### src/rtl/sat_mac_dp.sv
module sat_mac_dp #(
  parameter int DW = 16,
  localparam int AW = 2 * DW,
  localparam int CW = $clog2(DW + 1)
) (
  input  logic          clk,
  input  logic          rst_n,
  input  logic          t_load,
  input  logic [DW-1:0] t_in,
  input  logic          mul_go,
  input  logic          mul_signed,
  input  logic [DW-1:0] mul_in,
  input  logic [2:0]    op,
  input  logic          src_prod,
  input  logic [DW-1:0] mem_in,
  input  logic          cnt_from_t,
  input  logic [CW-1:0] shift_imm,
  input  logic          mode_wr,
  input  logic [1:0]    pm_in,
  input  logic          sxm_in,
  input  logic          ovm_in,
  input  logic          ov_clr,
  input  logic          st_ld,
  input  logic          st_ov,
  input  logic          st_c,
  output logic [AW-1:0] acc_o,
  output logic [AW-1:0] prod_o,
  output logic          ov_o,
  output logic          c_o
);

  localparam logic [2:0] OP_LD  = 3'd1;
  localparam logic [2:0] OP_ADD = 3'd2;
  localparam logic [2:0] OP_SUB = 3'd3;
  localparam logic [2:0] OP_AND = 3'd4;
  localparam logic [2:0] OP_OR  = 3'd5;
  localparam logic [2:0] OP_XOR = 3'd6;

  logic [DW-1:0] t_q;
  logic [AW-1:0] acc_q, prod_q;
  logic          c_q, ov_q, sxm_q, ovm_q;
  logic [1:0]    pm_q;

  // multiplier
  logic [AW-1:0] mul_s, mul_u;
  assign mul_s = $signed(t_q) * $signed(mul_in);
  assign mul_u = t_q * mul_in;

  // product scaler
  logic [AW-1:0] prod_sc;
  always_comb begin
    case (pm_q)
      2'b01:   prod_sc = prod_q << 1;
      2'b10:   prod_sc = prod_q << 4;
      2'b11:   prod_sc = AW'($signed(prod_q) >>> 6);
      default: prod_sc = prod_q;
    endcase
  end

  // operand shifter
  logic [CW-1:0] cnt_raw, cnt;
  logic [AW-1:0] mem_ext, mem_sh;
  assign cnt_raw = cnt_from_t ? CW'(t_q[3:0]) : shift_imm;
  assign cnt     = (cnt_raw > CW'(DW)) ? CW'(DW) : cnt_raw;
  assign mem_ext = sxm_q ? {{DW{mem_in[DW-1]}}, mem_in} : {{DW{1'b0}}, mem_in};
  assign mem_sh  = mem_ext << cnt;

  logic [AW-1:0] opnd;
  logic          wide_shift;
  assign opnd       = src_prod ? prod_sc : mem_sh;
  assign wide_shift = !src_prod && (cnt == CW'(DW));

  // ALU
  logic [AW:0]   sum, dif;
  logic          is_add, is_sub, arith, alu_ov;
  logic [AW-1:0] arith_res, sat_val, acc_d;
  logic          c_arith;

  assign sum    = {1'b0, acc_q} + {1'b0, opnd};
  assign dif    = {1'b0, acc_q} - {1'b0, opnd};
  assign is_add = (op == OP_ADD);
  assign is_sub = (op == OP_SUB);
  assign arith  = is_add || is_sub;

  assign arith_res = is_add ? sum[AW-1:0] : dif[AW-1:0];
  assign alu_ov = arith &&
                  ((is_add ? (acc_q[AW-1] == opnd[AW-1]) : (acc_q[AW-1] != opnd[AW-1])) &&
                   (arith_res[AW-1] != acc_q[AW-1]));
  assign sat_val = acc_q[AW-1] ? {1'b1, {(AW-1){1'b0}}} : {1'b0, {(AW-1){1'b1}}};

  always_comb begin
    if (is_add)
      c_arith = wide_shift ? (c_q | sum[AW]) : sum[AW];
    else
      c_arith = wide_shift ? (c_q & ~dif[AW]) : ~dif[AW];
  end

  always_comb begin
    case (op)
      OP_LD:          acc_d = opnd;
      OP_ADD, OP_SUB: acc_d = (alu_ov && ovm_q) ? sat_val : arith_res;
      OP_AND:         acc_d = acc_q & opnd;
      OP_OR:          acc_d = acc_q | opnd;
      OP_XOR:         acc_d = acc_q ^ opnd;
      default:        acc_d = acc_q;
    endcase
  end

  always_ff @(posedge clk or negedge rst_n) begin
    if (!rst_n) begin
      t_q    <= '0;
      prod_q <= '0;
      acc_q  <= '0;
      c_q    <= 1'b1;
      ov_q   <= 1'b0;
      sxm_q  <= 1'b1;
      pm_q   <= 2'b00;
      ovm_q  <= 1'b0;
    end else begin
      if (t_load) t_q <= t_in;
      if (mul_go) prod_q <= mul_signed ? mul_s : mul_u;
      if (mode_wr) begin
        pm_q  <= pm_in;
        sxm_q <= sxm_in;
        ovm_q <= ovm_in;
      end
      acc_q <= acc_d;
      if (st_ld) begin
        c_q  <= st_c;
        ov_q <= st_ov;
      end else begin
        if (arith) c_q <= c_arith;
        ov_q <= (ov_q & ~ov_clr) | alu_ov;
      end
    end
  end

  assign acc_o  = acc_q;
  assign prod_o = prod_q;
  assign ov_o   = ov_q;
  assign c_o    = c_q;

  // product register held unless a multiply is requested
  a_r2_prod_hold: assert property (@(posedge clk) disable iff (!rst_n)
    !mul_go |=> $stable(prod_o));

  // overflow flag sticky
  a_r8_ov_sticky: assert property (@(posedge clk) disable iff (!rst_n)
    (ov_o && !ov_clr && !st_ld) |=> ov_o);

  // wide-shift add never clears carry
  a_r10_add_keeps_c: assert property (@(posedge clk) disable iff (!rst_n)
    (is_add && wide_shift && c_o && !st_ld) |=> c_o);

  // wide-shift subtract never sets carry
  a_r10_sub_keeps_nc: assert property (@(posedge clk) disable iff (!rst_n)
    (is_sub && wide_shift && !c_o && !st_ld) |=> !c_o);

  // non-arithmetic ops leave flags alone
  a_r11_flags_stable: assert property (@(posedge clk) disable iff (!rst_n)
    (!arith && !st_ld && !ov_clr) |=> ($stable(c_o) && $stable(ov_o)));

  // saturated result never wraps past the extreme in the wrong direction
  a_r7_sat_dir: assert property (@(posedge clk) disable iff (!rst_n)
    (alu_ov && ovm_q) |=> (acc_o[AW-1] == $past(acc_o[AW-1])));

endmodule

### config.mk
export PLATFORM = sky130hd
export DESIGN_NAME = sat_mac_dp
export DESIGN_NICKNAME = d
export VERILOG_FILES = /design/src/rtl/sat_mac_dp.sv
export SDC_FILE = /design/constraint.sdc
export NUM_CORES = 1
export LEC_CHECK = 0
export BUFFER_PORTS_ARGS = -buffer_cell sky130_fd_sc_hd__buf_2
export CORE_AREA = 5 5 221 223
export DETAILED_ROUTE_END_ITERATION = 10
export DIE_AREA = 0 0 226 228
export PLACE_DENSITY = 0.84
export SYNTH_ARGS = -nofsm -noshare
export SYNTH_HDL_FRONTEND = slang
export SYNTH_SLANG_ARGS = --single-unit
### constraint.sdc
create_clock -name clk -period 6.07 [get_ports clk]
set_clock_uncertainty 0.2 [all_clocks]
set_input_delay 0.9105 -clock clk [delete_from_list [all_inputs] [get_ports clk]]
set_output_delay 0.9105 -clock clk [all_outputs]
set_load 0.05 [all_outputs]
==> reports/results.txt, run 1 <==
Outcome: finished, violations left
Failing checks: setup timing
Vias: 24,696
Drt first-iter violations: 2,820
Sink Count: 86
Unrepaired setup endpoints after global routing: yes
Critical Path End: prod_o[26]
Synth area leader: fa_1
Placed instance area: 29,900 um^2
Critical Path End Type: register
Total iterations of the first detailed-routing run: 6
Hold Fails Final Rpt: 0
H-tree depth: 3
Worst r2r path cells: 24
Core area: 46,400 um^2
RR Endpoint: prod_o[18]
Die width: 226 um
Largest net degree at the start of global routing: 61
TritonCTS clock tree: built
Drt wl/cell: 21.5 um
Area delta synth->final: 22.3%
Initial antenna violation count: 1
PortBufs: 137
Die H: 228 um
GRT overflow: 0
Worst hold margin: 0.277 ns
Fin. max-slew vios: 0
Finished Core Util: 67.0%
Synthesized cell area: 25,400 um^2
Relative slew slack: 20.2%
Most common cell in the netlist: inv_1
Synth Flop Type: dfrtp_1
Setup violators final: 20
Post-route antenna net violation count: 0
Number of global-route vias before repair: 25,521
Fin crit share: 110%
Sequential area share after synthesis: 8.49%
Final worst slack: -0.614 ns
Post-route cell area: 31,000 um^2
Synth cell types: 81
Worst-path clk slew: 0.08 ns
Routed WL: 87,500 um
#FFs+latches synth: 86
CTS Root Cell: clkbuf_16
Site row count: 79
Full die area: 51,500 um^2
Global-route wire length before repair: 136,000 um
HP Class: input port to async pin
Area contributors post-synth: fa_1, ha_1, inv_1
CP startpoint: mul_in[6]
Ys async rst share: 100%
Min Tclk post-route: 6.68 ns
WP data arrival: 6.81 ns
Fmax: 150 MHz
Flop2flop setup slack: -0.56 ns
Layout cells sized above 1: 24.6%
Syn. warnings: 0
Max-Cap Viols: 0
Gate Count Post-Synth: 2,997
CTS Buffer Depth: 2
Syn_nets: 3,685
Post-synth top cells: inv_1, fa_1, nand2_1
Detailed-route DRC error count: 0
Synthesized area per cell: 8.47 um^2
Crit Path Class: input port to register
Crit path required time: 6.19 ns
DP HPWL: 67,400 um
Nets: 4,148
CTS Buf Count: 9
DR vias/cell: 6.06
I/O Pins: 138
Number of flops mapped to enable cells by yosys: 0
Worst Max-Slew Pin Slew: 1.20 ns
CP Max Fanout: 7
Gpl congestion: 1.05
Latest clock arrival within the worst-skew pair: 0.40 ns
R2R Path Start: t_q[7]
Total GRT Usage: 33.1%
Starting density of the core: 54.8%
Critical path launch point type: input port
Area share of the largest cell type after synthesis: 29.0%
[worst min path at each step]
stage	end	from
after floorplan	t_q[14]	t_q[14]
after global placement	c_o	c_o
after detailed placement	acc_o[4]	acc_o[4]
after CTS	acc_o[9]	rst_n
after global routing	acc_o[9]	rst_n
final	acc_o[9]	rst_n
[registers in the layout (all words and copies together) (netlist names)]
signal and flops:
sxm_q 1, pm_q 2, c_o 1, ov_o 1
prod_o 32, t_q 16, acc_o 32, ovm_q 1
[layout make-up]
class,instances,area (um^2)
Tap cell,607,759
Sequential cell,86,2170
Clock buffer,9,225
Multi-Input combinational cell,2195,21200
Inverter,574,2160
Antenna cell,1,2.50
Clock inverter,7,120
Fill cell,3416,15300
Timing Repair Buffer,594,4440
[cells by family (layout without fill, tap and decap cells)]
group	count (synthesis)	count (layout)	share of synthesized area [%]
and+or+nand+nor	709	709	13.2
DFF	86	86	8.49
buffers and inverters	716	1184	10.7
muxes	126	126	6.49
other	0	1	0
xor gates and xnor gates	96	96	3.31
adders and majority gates	616	616	41.3
AOI/OAI and AO/OA	648	648	16.6
[critical path, cell delays in order]
cell,delay [ns]
buf_12,0.11
and2_4,0.16
fa_1,0.58
inv_2,0.06
fa_1,0.56
inv_1,0.06
fa_1,0.51
inv_2,0.05
fa_1,0.53
inv_2,0.05
fa_1,0.52
inv_2,0.06
fa_1,0.51
inv_2,0.05
ha_4,0.29
nand3_4,0.08
or4_4,0.42
o221a_4,0.26
a21bo_4,0.22
a211oi_2,0.22
o41a_1,0.18
xor2_1,0.15
nand2_1,0.06
a31oi_1,0.19
[metrics by stage]
step           setup WS (ns)  instances  TNS [ns]
3_3_place_gp          -0.927       4026    -13.08
2_1_floorplan         -0.664       2997     -4.64
5_1_grt               -0.745       4073    -10.65
3_5_place_dp           -1.10       4026    -16.04
6_report              -0.614       4073     -8.11
4_1_cts               -0.387       4064     -3.45
[cells in the final DEF, fill, tap and decap left out, drive strengths merged, types with 19 or more instances in the layout]
cell	count
a211oi	22
nand2b	19
a21o	38
mux4	27
a31oi	20
o211ai	22
xnor2	68
o21ai	121
a22oi	31
fa	368
ha	248
xor2	28
nor2b	23
a22o	25
nor2	155
buf	594
o22ai	20
nor3	44
inv	574
nand2	251
dfrtp	84
nand3	41
mux2i	60
and2	122
a21oi	207
mux2	39
[repair_timing]
| item | 4_1_cts | 5_1_grt |
|---|---|---|
| gates resized for setup | 131 | 52 |
| hold buffers | 0 | 0 |
| pin swaps | 91 | 41 |
| endpoints found under the setup margin | 18 | 25 |
| setup buffers | 22 | 10 |
[routing by layer]
layer / routed length (um) / share of wire [%] / vias up / global-route usage [%]
met5: 0 / 0 / - / 0
met4: 5580 / 6.4 / 0 / 16.9
met3: 8860 / 10 / 398 / 7.06
met2: 40300 / 46 / 1532 / 53.4
met1: 32800 / 38 / 12014 / 42.0
li1: - / - / 10752 / -
Power of run 1 is left out: the tool's default activity adds up to more than one toggle a clock period on the data nets, which glitch-free logic cannot reach.
==> inputs of run 2 (changes only) <==
- CELL_PAD_IN_SITES_DETAIL_PLACEMENT: not set -> 0
- CELL_PAD_IN_SITES_GLOBAL_PLACEMENT: not set -> 1
- CORE_AREA: 5 5 221 223 -> 5 5 244 246
- DIE_AREA: 0 0 226 228 -> 0 0 249 251
- PLACE_DENSITY: 0.84 -> 0.89
==> run 2 against run 1 <==
Net effect:
- routed wire length decreased by 4.6%
- highest routed layer unchanged
- flip-flop and latch count unchanged
- clock-buffer cell count increased by 2
- critical endpoint unchanged
- critical path depth decreased by 3
- maximum frequency increased by 2.4%
- core utilization decreased by 12 points
- first-iteration DRC count decreased by 39%
- the run still ends with setup timing left
==> reports/results.txt, run 2 (synthesis gave the netlist of run 1 again) <==
Outcome: finished, violations left
Failing checks: setup timing
Crit Path Class: input port to register
Hold wc startpoint: c_o
WP data arrival: 6.63 ns
Placed instance area: 30,100 um^2
Full die area: 62,500 um^2
CP startpoint: mul_in[10]
Drt first-iter violations: 1,723
Global-route wire length before repair: 133,000 um
Most frequent cells in the layout: inv_1, buf_4, fa_1
Core area: 57,100 um^2
Min Tclk post-route: 6.53 ns
Hold Fails Final Rpt: 0
Final worst slack: -0.455 ns
Relative slew slack: 20.1%
Gpl congestion: 1.02
PortBufs: 137
Nets: 4,150
DR vias/cell: 5.51
Post-route antenna net violation count: 0
Crit path required time: 6.17 ns
Initial antenna violation count: 2
Routed WL: 83,500 um
CTS Buf Count: 9
R2R Path Start: t_q[6]
Number of global-route vias before repair: 24,130
Fmax: 153 MHz
Fillers: 5,077
Cts hold-fix bufs: 0
Commonest non-fill, non-tap cell in the layout: inv_1
Setup TNS: -4.75 ns
Layout cells sized above 1: 25.2%
Starting density of the core: 44.4%
Site row count: 88
Unrepaired setup endpoints after global routing: yes
Sink Count: 86
Fin. max-slew vios: 0
TritonCTS clock tree: built
Total GRT Usage: 26.4%
Drt wl/cell: 19.7 um
Die H: 251 um
Post-route cell area: 31,500 um^2
Detailed-route DRC error count: 0
Largest net degree at the start of global routing: 61
Vias: 23,316
DP HPWL: 68,400 um
Setup violators final: 17
H-tree depth: 3
CP Max Fanout: 11
CTS Root Cell: clkbuf_16
Critical path launch point type: input port
GRT overflow: 0
Total iterations of the first detailed-routing run: 5
Latest clock arrival within the worst-skew pair: 0.40 ns
Worst Max-Slew Pin Slew: 1.20 ns
Area delta synth->final: 24.3%
Critical Path End Type: register
Worst hold margin: 0.391 ns
I/O Pins: 138
CTS Buffer Depth: 2
HP Class: register to register
Die width: 249 um
Max-Cap Viols: 0
Worst-path clk slew: 0.06 ns
Fin crit share: 108%
[run 2: cell type report]
type / instances / area, um^2 / share of cell area, %
multi-input combinational: 2195 / 21300 / 67.6
sequential: 86 / 2170 / 6.88
tap: 765 / 957 / 3.03
timing repair buffer: 596 / 4610 / 14.6
inverter: 574 / 2160 / 6.84
clock inverter: 5 / 82.6 / 0.262
clock buffer: 11 / 243 / 0.770
antenna: 2 / 5.00 / 0.0159
[run 2: critical path: stages]
cell	delay (ns)
buf_6	0.14
nand2_2	0.08
fa_1	0.61
fa_2	0.47
fa_1	0.53
fa_1	0.51
inv_1	0.05
fa_1	0.47
inv_1	0.05
fa_1	0.50
inv_2	0.05
ha_4	0.27
nand4_1	0.13
or4_4	0.54
o221a_4	0.25
a21bo_4	0.22
a211oi_4	0.26
o41a_1	0.19
xor2_1	0.14
nand2_1	0.07
a31oi_1	0.18
[run 2: worst paths after layout]
path,slack [ns],cells after the start,end
worst max-delay path,-0.46,21,prod_o[26]
worst min-delay path,0.39,2,c_o
worst max register to register,-0.43,21,prod_o[26]
worst min register to register,0.39,2,c_o
max in group asynchronous,4.18,2,t_q[10]
min in group asynchronous,0.40,1,acc_o[9]
[run 2: what timing repair did]
item / in CTS / in global routing
setup buffers: 15 / 18
pin swaps: 86 / 75
gates cloned: 2 / 1
resized for setup: 147 / 79
setup endpoints to repair: 19 / 52
[run 2: per-stage QoR]
step | worst slack, ns | cells | utilization (%)
global placement | -0.946 | 4181 | 52.6
finish | -0.455 | 4234 | 55.2
floorplan | -0.664 | 2997 | -
detailed placement | -1.08 | 4181 | 52.6
CTS | -0.433 | 4214 | 54.3
global route | -0.674 | 4234 | 55.2
[run 2: metal layers]
layer	global-route usage (%)	share of wire [%]	up-vias
met3	4.85	7.5	152
met4	9.63	4.1	0
li1	-	-	10763
met1	36.1	43	11528
met5	0	0	-
met2	42.1	45	873
Power of run 2 is left out for the same reason.
